### src/rtl/acc_alu_pkg.sv
package acc_alu_pkg;

  localparam int unsigned FLAG_W  = 4;
  localparam int unsigned SENSE_W = 4;
  localparam int unsigned STAT_W  = FLAG_W + SENSE_W;

  localparam logic [3:0] GRP_IMM = 4'h5;
  localparam logic [3:0] GRP_IND = 4'h6;
  localparam logic [3:0] GRP_ACC = 4'hF;

  typedef enum logic [3:0] {
    OP_LDA = 4'h0, OP_STO = 4'h1, OP_ADD = 4'h2, OP_SUB = 4'h3,
    OP_JMP = 4'h4, OP_JEQ = 4'h5, OP_JFL = 4'h6, OP_FTG = 4'h7,
    OP_MUL = 4'h8, OP_DIV = 4'h9, OP_JLT = 4'hA, OP_JGT = 4'hB,
    OP_NOT = 4'hC, OP_AND = 4'hD, OP_OR  = 4'hE, OP_XOR = 4'hF
  } op_lo_e;

  typedef enum logic [1:0] {
    SH_ROL = 2'b00, SH_ROR = 2'b01, SH_ASL = 2'b10, SH_ASR = 2'b11
  } shift_e;

  typedef enum logic [2:0] {
    U_NONE, U_LOAD, U_ARITH, U_LOGIC, U_SHIFT, U_FTG, U_JUMP
  } unit_e;

  typedef struct packed {
    logic ovf;
    logic neg;
    logic zero;
    logic carry;
  } flags_t;

endpackage

### src/rtl/acc_alu_decode.sv
module acc_alu_decode
  import acc_alu_pkg::*;
(
  input  logic [7:0] opcode,
  output unit_e      unit,
  output op_lo_e     op_lo,
  output shift_e     sh_kind
);

  logic grp_operand;
  logic grp_shift;

  assign op_lo       = op_lo_e'(opcode[3:0]);
  assign sh_kind     = shift_e'(opcode[1:0]);
  assign grp_operand = (opcode[7:4] == GRP_IMM) || (opcode[7:4] == GRP_IND);
  assign grp_shift   = (opcode[7:4] == GRP_ACC) && (opcode[3:2] == 2'b10);

  always_comb begin
    unit = U_NONE;
    if (grp_shift) begin
      unit = U_SHIFT;
    end else if (grp_operand) begin
      case (op_lo)
        OP_LDA:                         unit = U_LOAD;
        OP_STO:                         unit = U_NONE;
        OP_ADD, OP_SUB, OP_MUL, OP_DIV: unit = U_ARITH;
        OP_JMP, OP_JEQ, OP_JFL,
        OP_JLT, OP_JGT:                 unit = U_JUMP;
        OP_FTG:                         unit = U_FTG;
        OP_NOT, OP_AND, OP_OR, OP_XOR:  unit = U_LOGIC;
        default:                        unit = U_NONE;
      endcase
    end
  end

endmodule

### src/rtl/acc_alu_arith.sv
module acc_alu_arith
  import acc_alu_pkg::*;
#(
  parameter int unsigned DATA_W = 8
) (
  input  op_lo_e            op_lo,
  input  logic [DATA_W-1:0] a,
  input  logic [DATA_W-1:0] b,
  input  flags_t            flags_in,
  output logic [DATA_W-1:0] res,
  output flags_t            flags_out
);

  localparam int unsigned PROD_W = 2 * DATA_W;
  localparam int unsigned MSB    = DATA_W - 1;

  logic [DATA_W:0]   sum_w;
  logic [DATA_W:0]   dif_w;
  logic [PROD_W-1:0] prod_w;
  logic [DATA_W-1:0] divisor;
  logic [DATA_W-1:0] quot;
  logic              div_zero;

  assign sum_w    = {1'b0, a} + {1'b0, b};
  assign dif_w    = {1'b0, a} - {1'b0, b};
  assign prod_w   = {{DATA_W{1'b0}}, a} * {{DATA_W{1'b0}}, b};
  assign div_zero = (b == '0);
  assign divisor  = div_zero ? {{(DATA_W-1){1'b0}}, 1'b1} : b;
  assign quot     = a / divisor;

  always_comb begin
    res       = a;
    flags_out = flags_in;
    case (op_lo)
      OP_ADD: begin
        res             = sum_w[DATA_W-1:0];
        flags_out.carry = sum_w[DATA_W];
        flags_out.ovf   = (a[MSB] == b[MSB]) && (sum_w[MSB] != a[MSB]);
      end
      OP_SUB: begin
        res             = dif_w[DATA_W-1:0];
        flags_out.carry = ~dif_w[DATA_W];
        flags_out.ovf   = (a[MSB] != b[MSB]) && (dif_w[MSB] != a[MSB]);
      end
      OP_MUL: begin
        res             = prod_w[DATA_W-1:0];
        flags_out.carry = |prod_w[PROD_W-1:DATA_W];
        flags_out.ovf   = |prod_w[PROD_W-1:DATA_W];
      end
      OP_DIV: begin
        if (div_zero) begin
          res           = a;
          flags_out.ovf = 1'b1;
        end else begin
          res             = quot;
          flags_out.carry = 1'b0;
          flags_out.ovf   = 1'b0;
        end
      end
      default: res = a;
    endcase
    if (!(op_lo == OP_DIV && div_zero)) begin
      flags_out.zero = (res == '0);
      flags_out.neg  = res[MSB];
    end
  end

endmodule

### src/rtl/acc_alu_logic_shift.sv
module acc_alu_logic_shift
  import acc_alu_pkg::*;
#(
  parameter int unsigned DATA_W = 8
) (
  input  logic              is_shift,
  input  op_lo_e            op_lo,
  input  shift_e            sh_kind,
  input  logic [DATA_W-1:0] a,
  input  logic [DATA_W-1:0] b,
  input  flags_t            flags_in,
  output logic [DATA_W-1:0] res,
  output flags_t            flags_out
);

  localparam int unsigned MSB = DATA_W - 1;

  always_comb begin
    res       = a;
    flags_out = flags_in;
    if (is_shift) begin
      case (sh_kind)
        SH_ROL: begin
          res             = {a[MSB-1:0], a[MSB]};
          flags_out.carry = a[MSB];
        end
        SH_ROR: begin
          res             = {a[0], a[MSB:1]};
          flags_out.carry = a[0];
        end
        SH_ASL: begin
          res             = {a[MSB-1:0], 1'b0};
          flags_out.carry = a[MSB];
          flags_out.ovf   = a[MSB] ^ a[MSB-1];
        end
        default: begin
          res             = {a[MSB], a[MSB:1]};
          flags_out.carry = a[0];
        end
      endcase
    end else begin
      case (op_lo)
        OP_NOT:  res = ~a;
        OP_AND:  res = a & b;
        OP_OR:   res = a | b;
        OP_XOR:  res = a ^ b;
        default: res = a;
      endcase
    end
    flags_out.zero = (res == '0);
    flags_out.neg  = res[MSB];
  end

endmodule

### src/rtl/acc_alu_cond.sv
module acc_alu_cond
  import acc_alu_pkg::*;
(
  input  op_lo_e            op_lo,
  input  flags_t            flags,
  input  logic [STAT_W-1:0] status,
  input  logic [STAT_W-1:0] mask,
  output logic              taken
);

  always_comb begin
    case (op_lo)
      OP_JMP:  taken = 1'b1;
      OP_JEQ:  taken = flags.zero;
      OP_JFL:  taken = ((status & mask) == mask);
      OP_JLT:  taken = flags.neg ^ flags.ovf;
      OP_JGT:  taken = ~flags.zero & ~(flags.neg ^ flags.ovf);
      default: taken = 1'b0;
    endcase
  end

endmodule

### src/rtl/acc_alu_core.sv
module acc_alu_core
  import acc_alu_pkg::*;
#(
  parameter int unsigned DATA_W = 8
) (
  input  logic                clk,
  input  logic                rst_n,
  input  logic                op_valid,
  input  logic [7:0]          opcode,
  input  logic [DATA_W-1:0]   operand,
  input  logic [SENSE_W-1:0]  sense_sw,
  output logic [DATA_W-1:0]   acc_o,
  output logic [STAT_W-1:0]   status_o,
  output logic                jump_taken_o
);

  logic [1:0] rst_pipe;
  logic       rst_sync_n;

  always_ff @(posedge clk or negedge rst_n) begin
    if (!rst_n) rst_pipe <= 2'b00;
    else        rst_pipe <= {rst_pipe[0], 1'b1};
  end
  assign rst_sync_n = rst_pipe[1];

  unit_e  unit;
  op_lo_e op_lo;
  shift_e sh_kind;

  acc_alu_decode u_dec (
    .opcode  (opcode),
    .unit    (unit),
    .op_lo   (op_lo),
    .sh_kind (sh_kind)
  );

  logic [DATA_W-1:0] acc_q, acc_d;
  flags_t            flags_q, flags_d;
  logic [SENSE_W-1:0] sense_q;
  logic              jump_q, jump_d;
  logic              acc_en, flags_en;

  logic [DATA_W-1:0] ar_res, ls_res;
  flags_t            ar_flags, ls_flags;
  logic              cond_taken;

  acc_alu_arith #(.DATA_W(DATA_W)) u_arith (
    .op_lo     (op_lo),
    .a         (acc_q),
    .b         (operand),
    .flags_in  (flags_q),
    .res       (ar_res),
    .flags_out (ar_flags)
  );

  acc_alu_logic_shift #(.DATA_W(DATA_W)) u_lsh (
    .is_shift  (unit == U_SHIFT),
    .op_lo     (op_lo),
    .sh_kind   (sh_kind),
    .a         (acc_q),
    .b         (operand),
    .flags_in  (flags_q),
    .res       (ls_res),
    .flags_out (ls_flags)
  );

  acc_alu_cond u_cond (
    .op_lo  (op_lo),
    .flags  (flags_q),
    .status ({sense_q, flags_q}),
    .mask   (operand[STAT_W-1:0]),
    .taken  (cond_taken)
  );

  always_comb begin
    acc_d    = acc_q;
    flags_d  = flags_q;
    jump_d   = 1'b0;
    acc_en   = 1'b0;
    flags_en = 1'b0;
    if (op_valid) begin
      case (unit)
        U_LOAD: begin
          acc_d  = operand;
          acc_en = 1'b1;
        end
        U_ARITH: begin
          acc_d    = ar_res;
          flags_d  = ar_flags;
          acc_en   = 1'b1;
          flags_en = 1'b1;
        end
        U_LOGIC, U_SHIFT: begin
          acc_d    = ls_res;
          flags_d  = ls_flags;
          acc_en   = 1'b1;
          flags_en = 1'b1;
        end
        U_FTG: begin
          flags_d  = flags_q ^ flags_t'(operand[FLAG_W-1:0]);
          flags_en = 1'b1;
        end
        U_JUMP:  jump_d = cond_taken;
        default: jump_d = 1'b0;
      endcase
    end
  end

  always_ff @(posedge clk or negedge rst_sync_n) begin
    if (!rst_sync_n) begin
      acc_q   <= '0;
      flags_q <= '0;
      sense_q <= '0;
      jump_q  <= 1'b0;
    end else begin
      if (acc_en)   acc_q   <= acc_d;
      if (flags_en) flags_q <= flags_d;
      sense_q <= sense_sw;
      jump_q  <= jump_d;
    end
  end

  assign acc_o        = acc_q;
  assign status_o     = {sense_q, flags_q};
  assign jump_taken_o = jump_q;

endmodule

### config.mk
export PLATFORM = sky130hd
export DESIGN_NAME = acc_alu_core
export DESIGN_NICKNAME = d
export VERILOG_FILES = /design/src/rtl/acc_alu_pkg.sv /design/src/rtl/acc_alu_decode.sv /design/src/rtl/acc_alu_arith.sv /design/src/rtl/acc_alu_logic_shift.sv /design/src/rtl/acc_alu_cond.sv /design/src/rtl/acc_alu_core.sv
export SDC_FILE = /design/constraint.sdc
export NUM_CORES = 1
export LEC_CHECK = 0
export BUFFER_PORTS_ARGS = -buffer_cell sky130_fd_sc_hd__buf_2
export CAP_MARGIN = 20
export CORE_ASPECT_RATIO = 1.4
export CORE_MARGIN = 3
export CORE_UTILIZATION = 40
export CTS_CLUSTER_SIZE = 20
export DETAILED_ROUTE_END_ITERATION = 10
export GPL_TIMING_DRIVEN = 0
export PLACE_DENSITY = 0.64
export SLEW_MARGIN = 10
export SYNTH_ARGS = -nofsm -noshare
export SYNTH_HDL_FRONTEND = slang
export SYNTH_HIERARCHICAL = 1
export SYNTH_SLANG_ARGS = --single-unit
### constraint.sdc
create_clock -name clk -period 0.93 [get_ports clk]
set_input_delay 0.186 -clock clk [delete_from_list [all_inputs] [get_ports clk]]
set_output_delay 0.186 -clock clk [all_outputs]
set_load 0.02 [all_outputs]
==> results of run 1 <==
==> cell families after synthesis <==
group | Yosys count | share of synthesized area
AND/OR/NAND/NOR | 278 | 0.204
AO/OA/AOI/OAI | 247 | 0.241
buffers and inverters | 164 | 0.0978
adder cells (fa/ha/maj) | 140 | 0.278
multiplexers | 45 | 0.0773
XOR/XNOR | 30 | 0.0359
flip-flops | 19 | 0.0649
other | 1 | 0.000512
==> registers in the layout, summed over array words and instances, names as in the netlist <==
name          count
rst_pipe          2
jump_taken_o      1
status_o          4
sense_q           4
acc_o             8
==> power by group through the flow <==
stage                     sequential [mW]  clock [mW]  combinational [mW]
after detailed placement             2.14           0                25.5
after global routing                 2.05       0.981                40.8
after global placement               2.14           0                25.1
after floorplan                      1.88           0                20.6
after CTS                            1.99       0.939                34.6
final                                2.02       0.907                37.8
==> cell type report <==
type	count	area, sq um	share of cell area
multi-input cells	741	7070	0.701
clock buffers	3	75.1	0.00744
well taps	236	295	0.0293
plain buffers	41	302	0.0299
flip-flops and latches	19	505	0.0501
inverters	121	469	0.0465
repair buffers	153	1370	0.135
clock inverters	1	7.51	0.000744
==> cell usage after synthesis (all sizes together) (10+ instances only) <==
| master | number |
|---|---|
| nand3 | 14 |
| ha | 102 |
| nor2 | 76 |
| a21oi | 40 |
| mux2i | 19 |
| xor2 | 10 |
| inv | 118 |
| a22oi | 19 |
| a211oi | 10 |
| nor3 | 25 |
| clkbuf | 18 |
| o21ai | 59 |
| fa | 38 |
| nand2b | 16 |
| o221ai | 17 |
| mux2 | 20 |
| and2 | 13 |
| buf | 25 |
| xnor2 | 20 |
| nand2 | 54 |
| a21o | 11 |
| nor2b | 19 |
| dfrtp | 19 |
==> path summary, 6_finish.rpt <==
check	from	endpoint	slack, ns	cells after the start
hold / removal	sense_sw[2]	sense_q[2]	0.04	1
max in group asynchronous	rst_pipe[1]	acc_o[4]	0.38	0
min in group asynchronous	rst_pipe[1]	acc_o[5]	0.21	0
setup reg to reg	acc_o[6]	status_o[1]	-10.20	51
hold reg to reg	rst_pipe[1]	acc_o[5]	0.21	0
setup / recovery	operand[7]	status_o[1]	-10.40	62
==> repair_timing <==
| action | CTS | global route |
|---|---|---|
| cloned | 0 | 0 |
| setup endpoints to repair | 30 | 30 |
| gates resized for setup | 171 | 59 |
| setup buffers | 79 | 33 |
| pin swaps | 95 | 31 |
| hold buffers | 1 | 0 |
| endpoints found under the hold margin | 2 | 0 |
==> routing by layer <==
| metal | share of wire | global-route usage |
|---|---|---|
| met1 | 0.36 | 0.278 |
| met3 | 0.061 | 0.0191 |
| met4 | 0.069 | 0.143 |
| met5 | 0 | 0 |
| met2 | 0.51 | 0.455 |
==> through the flow <==
| stage | utilization | std cells |
|---|---|---|
| final | 0.571 | 1315 |
| after global routing | 0.571 | 1315 |
| after CTS | 0.544 | 1285 |
| after detailed placement | 0.462 | 1201 |
| after global placement | 0.461 | 1199 |
| after floorplan | - | 924 |
==> metrics.txt, run 1 <==
share of layout cells above drive strength 1=0.342; Mapped Nets=~1,100; asr flop ratio synth=1.00; vias in the first global route=approximately 7,900; leading area contributor after synthesis=ha_1; run status=complete, but fails checks; gp weighted congestion=0.935; commonest non-fill, non-tap cell in the layout=inv_1; CTS tree=done; final setup fails=30; TritonRoute pass-1 iters=7; Nets=1,243; Final Instance Area=10,100 sq um; area grow syn2layout=37.7%; CORE AREA=17,700 sq um; clock latency on the worst-skew pair=between 0.2 and 0.3 ns; slowest CP cell=or4_4; Sw Pwr=20.7 mW; Final Hold Viols=0; die height=between 150 and 200 um; Startpoint Class=input port; via count=7,988; Layout Skew=between 0.003 and 0.004 ns; Buf/Inv on CP=17; Congestion Overflow GR=0; clk sinks=19; Rows=between 50 and 60; Design Power=approximately 41 mW; htree depth=1; Setup TNS=-75.75 ns; 1st-iter DRT viols=606; most frequent cells in the layout=107 x inv_1, 98 x buf_4, 80 x ha_1, 69 x nor2_1, 48 x nand2_1; Layout fillers=approximately 1,600; critical path type=in2reg; worst slack, placed=-11.61 ns; Antenna Cells=0; dominant cells by area after synthesis=ha_1 17%, fa_1 10%, dfrtp_1 6.5%; Mapped Area=about 7300 sq um; worst slew pin tran=approximately 1.1 ns; Synthesis Warnings=6; switching share of power=0.509; DR vias/cell=6.07; Inserted Clock Buffers=3; Slew Viols, Final=0; Worst EP arrival=around 11 ns; slew margin rel.=0.246; clock buffer depth=2; Top Ports=40; final HPWL from detailed placement=roughly 18,000 um; max incr delay on CP=a little over 0.5 ns; unrepaired setup endpoints after global routing=yes; post-route minimum period=11.33 ns; post-synthesis sequential area ratio=0.0649; power per cell area=approximately 4000 nW/um^2; Synth cell types=97; Starting Density=0.414; Reg power frac=0.050; failing checks=setup timing; fin worst setup slack=-10.40 ns; Max IR drop VDD=slightly above 2000 uV; Max Cap Viol=0; Die Area=around 20,000 sq um; Pint=about 20 mW; combinational share of power=0.928; Max Clock Freq=between 80 and 90 MHz; clock power share=0.022; Post-DRT Antenna Nets=0; Leak Pwr=roughly 4.4 nW; Global Route Usage Sum=0.249; CP endpoint kind=register; WL final=27,600 um; HP Class=in2reg; Die Wd=120 um; I/O Buffers=39; Avg Cell Area, Syn=between 7 and 8 sq um; pin count of the biggest net entering global routing=20; Placement Cell Area=8170 sq um; initial antenna violation count=0; first-pass GRT wire length=roughly 41,000 um; Yosys top cell area share=0.174; root buffer cell=clkbuf_16; WP data required=~1.1 ns; Fin Hold WS=0.0356 ns; post-synthesis instance total=~920; commonest register cell after synthesis=dfrtp_1; drt drc=0; delay-heaviest family, CP=compound AO/OA/AOI/OAI gates; Yosys reg bits=19; most used cell, CP=buf_4; WL per Instance=around 21 um; critical path peak fanout=6; Clk pin slew, worst setup/hold paths=0.06 ns; Post-synth EDFFs=0; ratio of final minimum period to clock period=12.2
(Power assumes the default switching activity.)
==> inputs of run 2 (changes only) <==
Settings changed: CELL_PAD_IN_SITES_DETAIL_PLACEMENT set to 1, CELL_PAD_IN_SITES_GLOBAL_PLACEMENT set to 2, CORE_UTILIZATION 40 to 39, PLACE_DENSITY 0.64 to 0.92.
==> run 2 against run 1 <==
Against the previous run:
- the run still ends with setup timing left
- combinational power is 7.7% higher
- wire length rose by 24%
- register-to-register slack got worse by 0.54 ns
- largest power group unchanged
==> metrics.txt, run 2 (synthesis gave the netlist of run 1 again) <==
run status=complete, but fails checks (unchanged); failing checks=setup timing (unchanged); delay-heaviest family, CP=simple AND/OR/NAND/NOR gates (was compound AO/OA/AOI/OAI gates); vias in the first global route=8,759 (was 7,894); most frequent cells in the layout=106 x inv_1, 95 x buf_4, 80 x ha_1, 66 x nor2_1, 49 x nand2_1 (was 107 x inv_1, 98 x buf_4, 80 x ha_1, 69 x nor2_1, 48 x nand2_1); first-pass GRT wire length=47,700 um (was 40,700 um); Inserted Clock Buffers=3 (unchanged); clock power share=0.021 (was 0.022); Max Clock Freq=85.7 MHz (was 88.3 MHz); Die Wd=122 um (was 120 um); critical path peak fanout=10 (was 6); Reg power frac=0.040 (was 0.050); Max Cap Viol=0 (unchanged); CORE AREA=18,200 sq um (was 17,700 sq um); Worst EP arrival=11.84 ns (was 11.49 ns); WL per Instance=26.1 um (was 21.0 um); fin worst setup slack=-10.74 ns (was -10.40 ns); DR vias/cell=6.40 (was 6.07); Slew Viols, Final=0 (unchanged); Die Area=20,500 sq um (was 20,000 sq um); Setup TNS=-78.25 ns (was -75.75 ns); htree depth=1 (unchanged); Max IR drop VDD=3180 uV (was 2070 uV); final setup fails=30 (unchanged); Antenna Cells=0 (unchanged); clk sinks=19 (unchanged); Sw Pwr=22.5 mW (was 20.7 mW); post-route minimum period=11.67 ns (was 11.33 ns); CTS tree=done (unchanged); via count=8,408 (was 7,988); Layout Skew=0.00418 ns (was 0.00355 ns); Buf/Inv on CP=7 (was 17); slowest CP cell=or4b_4 (was or4_4); Post-DRT Antenna Nets=0 (unchanged); Placement Cell Area=8180 sq um (was 8170 sq um); most used cell, CP=ha_4 (was buf_4); clock buffer depth=2 (unchanged); WL final=34,200 um (was 27,600 um); WP data required=1.10 ns (about the same); die height=168 um (was 166 um); unrepaired setup endpoints after global routing=yes (unchanged); Top Ports=40 (unchanged); Pint=20.8 mW (was 20.0 mW); Clk pin slew, worst setup/hold paths=0.06 ns (about the same); Final Instance Area=10,100 sq um (about the same); pin count of the biggest net entering global routing=18 (was 20); share of layout cells above drive strength 1=0.342 (about the same); commonest non-fill, non-tap cell in the layout=inv_1 (unchanged); final core occ=0.552 (was 0.571); gp weighted congestion=0.899 (was 0.935); Design Power=43.4 mW (was 40.7 mW); reg2reg setup slack=-10.74 ns (was -10.20 ns); Global Route Usage Sum=0.293 (was 0.249); Leak Pwr=4.40 nW (was 4.44 nW); worst slew pin tran=1.30 ns (was 1.12 ns); drt drc=0 (unchanged); Rows=58 (was 57); Startpoint Class=register (was input port); Final Hold Viols=0 (unchanged); ratio of final minimum period to clock period=12.5 (was 12.2); Congestion Overflow GR=0 (unchanged); final HPWL from detailed placement=20,800 um (was 18,200 um); critical path type=reg2reg (was in2reg); clock latency on the worst-skew pair=0.26 ns (was 0.25 ns); Starting Density=0.402 (was 0.414); combinational share of power=0.939 (was 0.928); slew margin rel.=0.125 (was 0.246); max incr delay on CP=0.53 ns (was 0.51 ns); Layout fillers=2,119 (was 1,583); area grow syn2layout=37.2% (was 37.7%); CP endpoint kind=register (unchanged); switching share of power=0.520 (was 0.509); TritonRoute pass-1 iters=5 (was 7); 1st-iter DRT viols=617 (was 606); I/O Buffers=39 (unchanged); Largest register FFs=8 (unchanged); root buffer cell=clkbuf_16 (unchanged); HP Class=in2reg (unchanged); power per cell area=4310 nW/um^2 (was 4030 nW/um^2); Nets=1,238 (was 1,243); initial antenna violation count=0 (unchanged); worst slack, placed=-11.88 ns (was -11.61 ns)
-- run 2: changes by cell type in the layout (fill, tap and decap cells not counted), sizes merged --
cell,previous run,this run
buf,175,168
clkbuf,21,23
inv,116,114
clkinv,4,5
clkinvlp,2,3
-- run 2: worst paths after layout --
kind,from,to,cells past startpoint
min in group asynchronous,rst_pipe[1],sense_q[2],0
min reg2reg,rst_pipe[1],sense_q[2],0
max,acc_o[6],status_o[1],49
max reg2reg,acc_o[6],status_o[1],49
min,sense_sw[1],sense_q[1],1
max in group asynchronous,rst_pipe[1],acc_o[7],0
-- run 2: area by class of cell --
| class | instances | area [sq um] | area share |
|---|---|---|---|
| Multi-Input combinational cell | 741 | 7040 | 0.701 |
| Timing Repair Buffer | 148 | 1340 | 0.133 |
| Sequential cell | 19 | 505 | 0.0503 |
| Clock inverter | 1 | 5.00 | 0.000498 |
| Clock buffer | 3 | 75.1 | 0.00747 |
| Buffer | 41 | 303 | 0.0301 |
| Inverter | 121 | 479 | 0.0477 |
| Tap cell | 240 | 300 | 0.0299 |
-- run 2: repair_timing --
action / CTS / global route
hold endpoints to repair: 2 / 0
gates resized for setup: 173 / 73
hold buffers: 1 / 0
pin swaps: 55 / 60
cloned: 0 / 1
setup buffers: 63 / 49
endpoints found under the setup margin: 35 / 30
-- run 2: metrics by stage --
stage / std cells / hold slack, ns
final: 1314 / 0.0348
after global routing: 1314 / 0.0363
after CTS: 1273 / 0.0321
after detailed placement: 1205 / -0.0228
after global placement: 1203 / -0.0285
after floorplan: 924 / -0.110
-- run 2: routing by layer --
metal,global-route usage,vias to the layer above,part of all wire
met5,0,-,0
met4,0.187,0,0.089
met3,0.0245,188,0.053
met2,0.525,421,0.50
met1,0.327,4167,0.36
li1,-,3632,-
-- run 2: power groups by stage --
stage / Clock, mW / Combinational (mW) / Sequential, mW
4_1_cts: 0.932 / 34.8 / 1.67
6_report: 0.922 / 40.7 / 1.72
3_3_place_gp: 0 / 25.4 / 2.14
3_5_place_dp: 0 / 26.2 / 2.14
5_1_grt: 0.958 / 43.6 / 1.72
2_1_floorplan: 0 / 20.6 / 1.88
==> inputs of run 3 (changes only) <==
Settings changed: ABC_AREA set to 1, CORE_UTILIZATION 39 to 35, PLACE_DENSITY 0.92 to 0.91, SYNTH_HIERARCHICAL 1 to unset.
==> run 3 against run 2 <==
Against the previous run:
- the flow still finishes with violations (setup timing)
- final cell count up 14%
- non-clock buffer count shrank 6
- area after synthesis fell by 6.3%
- register-to-register slack improved by 2.8 ns
- critical endpoint unchanged
- highest routed layer unchanged
==> metrics.txt, run 3 <==
Sw Pwr=20.1 mW (was 22.5 mW); pin count of the biggest net entering global routing=18 (unchanged); Clk pin slew, worst setup/hold paths=0.06 ns (about the same); Layout fillers=2,491 (was 2,119); Antenna Cells=0 (unchanged); WL per Instance=21.5 um (was 26.1 um); hold path depth=1 (unchanged); failing checks=setup timing (unchanged); Layout Cells excl Fill=1,498 (was 1,314); CP endpoint kind=register (unchanged); FF+latch area=488 sq um (was 505 sq um); Avg Cell Area, Syn=6.29 sq um (was 7.93 sq um); Rows=60 (was 58); final core occ=0.525 (was 0.552); final setup fails=30 (unchanged); I/O Buffers=37 (was 39); slew margin rel.=0.288 (was 0.125); Nets=1,408 (was 1,238); Setup TNS=-61.05 ns (was -78.25 ns); Post-DRT Antenna Nets=0 (unchanged); Top Ports=40 (unchanged); Post-synth EDFFs=0 (unchanged); Worst Setup SP=operand[2] (was acc_o[6]); area taken by multi-input logic gates=6560 sq um (was 7040 sq um); leading area contributor after synthesis=ha_1 (unchanged); fin worst setup slack=-7.96 ns (was -10.74 ns); Inserted Clock Buffers=3 (unchanged); die height=172 um (was 168 um); Worst EP arrival=9.08 ns (was 11.84 ns); Buf/Inv on CP=10 (was 7); Worst Reg-to-Reg Cells=66 (was 49); delay-heaviest family, CP=simple AND/OR/NAND/NOR gates (unchanged); share of layout cells above drive strength 1=0.362 (was 0.342); Die Wd=124 um (was 122 um); Slew Viols, Final=0 (unchanged); clk sinks=19 (unchanged); first-pass GRT wire length=46,500 um (was 47,700 um); Congestion Overflow GR=0 (unchanged); vias in the first global route=8,764 (was 8,759); clock buffer depth=2 (unchanged); Yosys top cell area share=0.175 (was 0.174); drt drc=0 (unchanged); post-route minimum period=8.89 ns (was 11.67 ns); most used cell, CP=nand2_1 (was ha_4); Mapped Area=6870 sq um (was 7330 sq um); worst slew pin tran=1.06 ns (was 1.30 ns); Startpoint Class=input port (was register); initial antenna violation count=0 (unchanged); Post-synth top cells=281 x nand2_1, 208 x inv_1, 96 x ha_1 (was 116 x inv_1, 102 x ha_1, 76 x nor2_1); TritonRoute pass-1 iters=5 (unchanged); critical path peak fanout=7 (was 10); CTS tree=done (unchanged); gp weighted congestion=0.953 (was 0.899); Reg power frac=0.037 (was 0.040); final HPWL from detailed placement=21,000 um (was 20,800 um); HP Class=in2reg (unchanged); Die Area=21,400 sq um (was 20,500 sq um); gr busiest metal=met2 (unchanged); post-synthesis sequential area ratio=0.0692 (was 0.0649); Yosys reg bits=19 (unchanged); Global Route Usage Sum=0.274 (was 0.293); slowest CP cell=ha_1 (was or4b_4); dominant cells by area after synthesis=ha_1 17%, nand2_1 15%, inv_1 11% (was ha_1 17%, fa_1 10%, dfrtp_1 6.5%); asr flop ratio synth=1.00 (unchanged); WHS Endpoint=sense_q[1] (unchanged); WP data required=1.11 ns (was 1.10 ns); post-synthesis instance total=1,092 (was 924); 1st-iter DRT viols=426 (was 617); Mapped Nets=1,249 (was 1,087); max incr delay on CP=0.34 ns (was 0.53 ns); clock latency on the worst-skew pair=0.25 ns (was 0.26 ns); clock power share=0.024 (was 0.021); htree depth=1 (unchanged); Pint=17.5 mW (was 20.8 mW); DR vias/cell=5.47 (was 6.40); Max Cap Viol=0 (unchanged); commonest register cell after synthesis=dfrtp_1 (unchanged); met2 usage=0.522 (was 0.525); area grow syn2layout=46.8% (was 37.2%); Largest register FFs=8 (unchanged); via count=8,188 (was 8,408); reg2reg setup slack=-7.94 ns (was -10.74 ns); HP Start=sense_sw[1] (unchanged); r2r endpoint=status_o[1] (unchanged); Max IR drop VDD=4140 uV (was 3180 uV); unrepaired setup endpoints after global routing=yes (unchanged); critical path type=in2reg (was reg2reg); ratio of final minimum period to clock period=9.56 (was 12.5); Final Hold Viols=0 (unchanged); Leak Pwr=5.21 nW (was 4.40 nW); run status=complete, but fails checks (unchanged); worst slack, placed=-8.22 ns (was -11.88 ns); GR Util met3=0.0342 (was 0.0245); Fin Hold WS=0.0345 ns (was 0.0348 ns); WL final=32,200 um (was 34,200 um); root buffer cell=clkbuf_16 (unchanged); Reg-to-Reg Start=acc_o[6] (unchanged); Max Clock Freq=112 MHz (was 85.7 MHz); switching share of power=0.535 (was 0.520); combinational share of power=0.939 (about the same); power per cell area=3730 nW/um^2 (was 4310 nW/um^2); Synthesis Warnings=0 (was 6); commonest non-fill, non-tap cell in the layout=nand2_1 (was inv_1); Layout Skew=0.00376 ns (was 0.00418 ns); CORE AREA=19,200 sq um (was 18,200 sq um); Post-Place Cells=1,377 (was 1,205); GR Layer Usage met1=0.286 (was 0.327); Starting Density=0.357 (was 0.402); count leader, synth=nand2_1 (was inv_1); most frequent cells in the layout=225 x nand2_1, 186 x inv_1, 93 x buf_4, 62 x ha_1, 60 x nand2_2 (was 106 x inv_1, 95 x buf_4, 80 x ha_1, 66 x nor2_1, 49 x nand2_1); Synth cell types=55 (was 97)
run 3: how the worst max path moves through the flow:
stage               slack (ns)           to  cells after the start
floorplan                -6.54  status_o[1]                     69
CTS                      -7.15  status_o[1]                     64
global route             -8.34  status_o[1]                     70
finish                   -7.96  status_o[1]                     72
detailed placement       -8.22  status_o[1]                     69
global placement         -8.03  status_o[1]                     68
run 3: logic make-up (layout without fill, tap and decap cells):
| family | Yosys count | after routing | synth area share |
|---|---|---|---|
| AND/OR/NAND/NOR | 495 | 495 | 0.317 |
| AO/OA/AOI/OAI | 162 | 162 | 0.142 |
| multiplexers | 1 | 1 | 0.00146 |
| other | 1 | 1 | 0.000546 |
| flip-flops | 19 | 19 | 0.0692 |
| adder cells (fa/ha/maj) | 134 | 134 | 0.286 |
| XOR/XNOR | 25 | 25 | 0.0319 |
| buffers and inverters | 255 | 413 | 0.152 |
run 3: stage by stage:
step	power [mW]	cell area, sq um
global placement	25.0	7660
detailed placement	25.9	7660
CTS	33.8	9370
finish	37.6	10100
global route	40.9	10100
floorplan	20.0	7160
run 3: power by group through the flow:
stage	Combinational, mW	Sequential [mW]	Clock, mW
after floorplan	18.5	1.51	0
after global placement	23.5	1.45	0
after detailed placement	24.5	1.45	0
after CTS	31.6	1.34	0.894
after global routing	38.6	1.38	0.961
final	35.3	1.37	0.905
run 3: final cells by class:
| cell class | instances | share of cell area |
|---|---|---|
| clock buffers | 4 | 0.00782 |
| flip-flops and latches | 19 | 0.0484 |
| multi-input cells | 818 | 0.651 |
| inverters | 226 | 0.0964 |
| well taps | 248 | 0.0308 |
| plain buffers | 29 | 0.0370 |
| repair buffers | 154 | 0.129 |
run 3: what timing repair did:
item                                    4_1_cts  5_1_grt
endpoints found under the hold margin         2        0
pin swaps                                   113       72
cloned                                        1        0
hold buffers                                  1        0
endpoints found under the setup margin       30       39
resized for setup                           233      102
setup buffers                                80       40
run 3: worst reg2reg max path, delay by kind of cell, from the launching register on:
kind	cells	cell delay (ns)
and+or+nand+nor	40	4.20
adders and majority gates	7	1.82
AOI/OAI and AO/OA	10	1.33
buffers and inverters	8	0.79
DFF	1	0.46
xor gates and xnor gates	1	0.18
run 3: layer usage:
layer / vias to the layer above / routed length [um] / part of all wire
met5: - / 0 / 0
met4: 0 / 2770 / 0.086
met3: 143 / 1290 / 0.040
met2: 258 / 16600 / 0.52
met1: 3993 / 11600 / 0.36
li1: 3794 / - / -
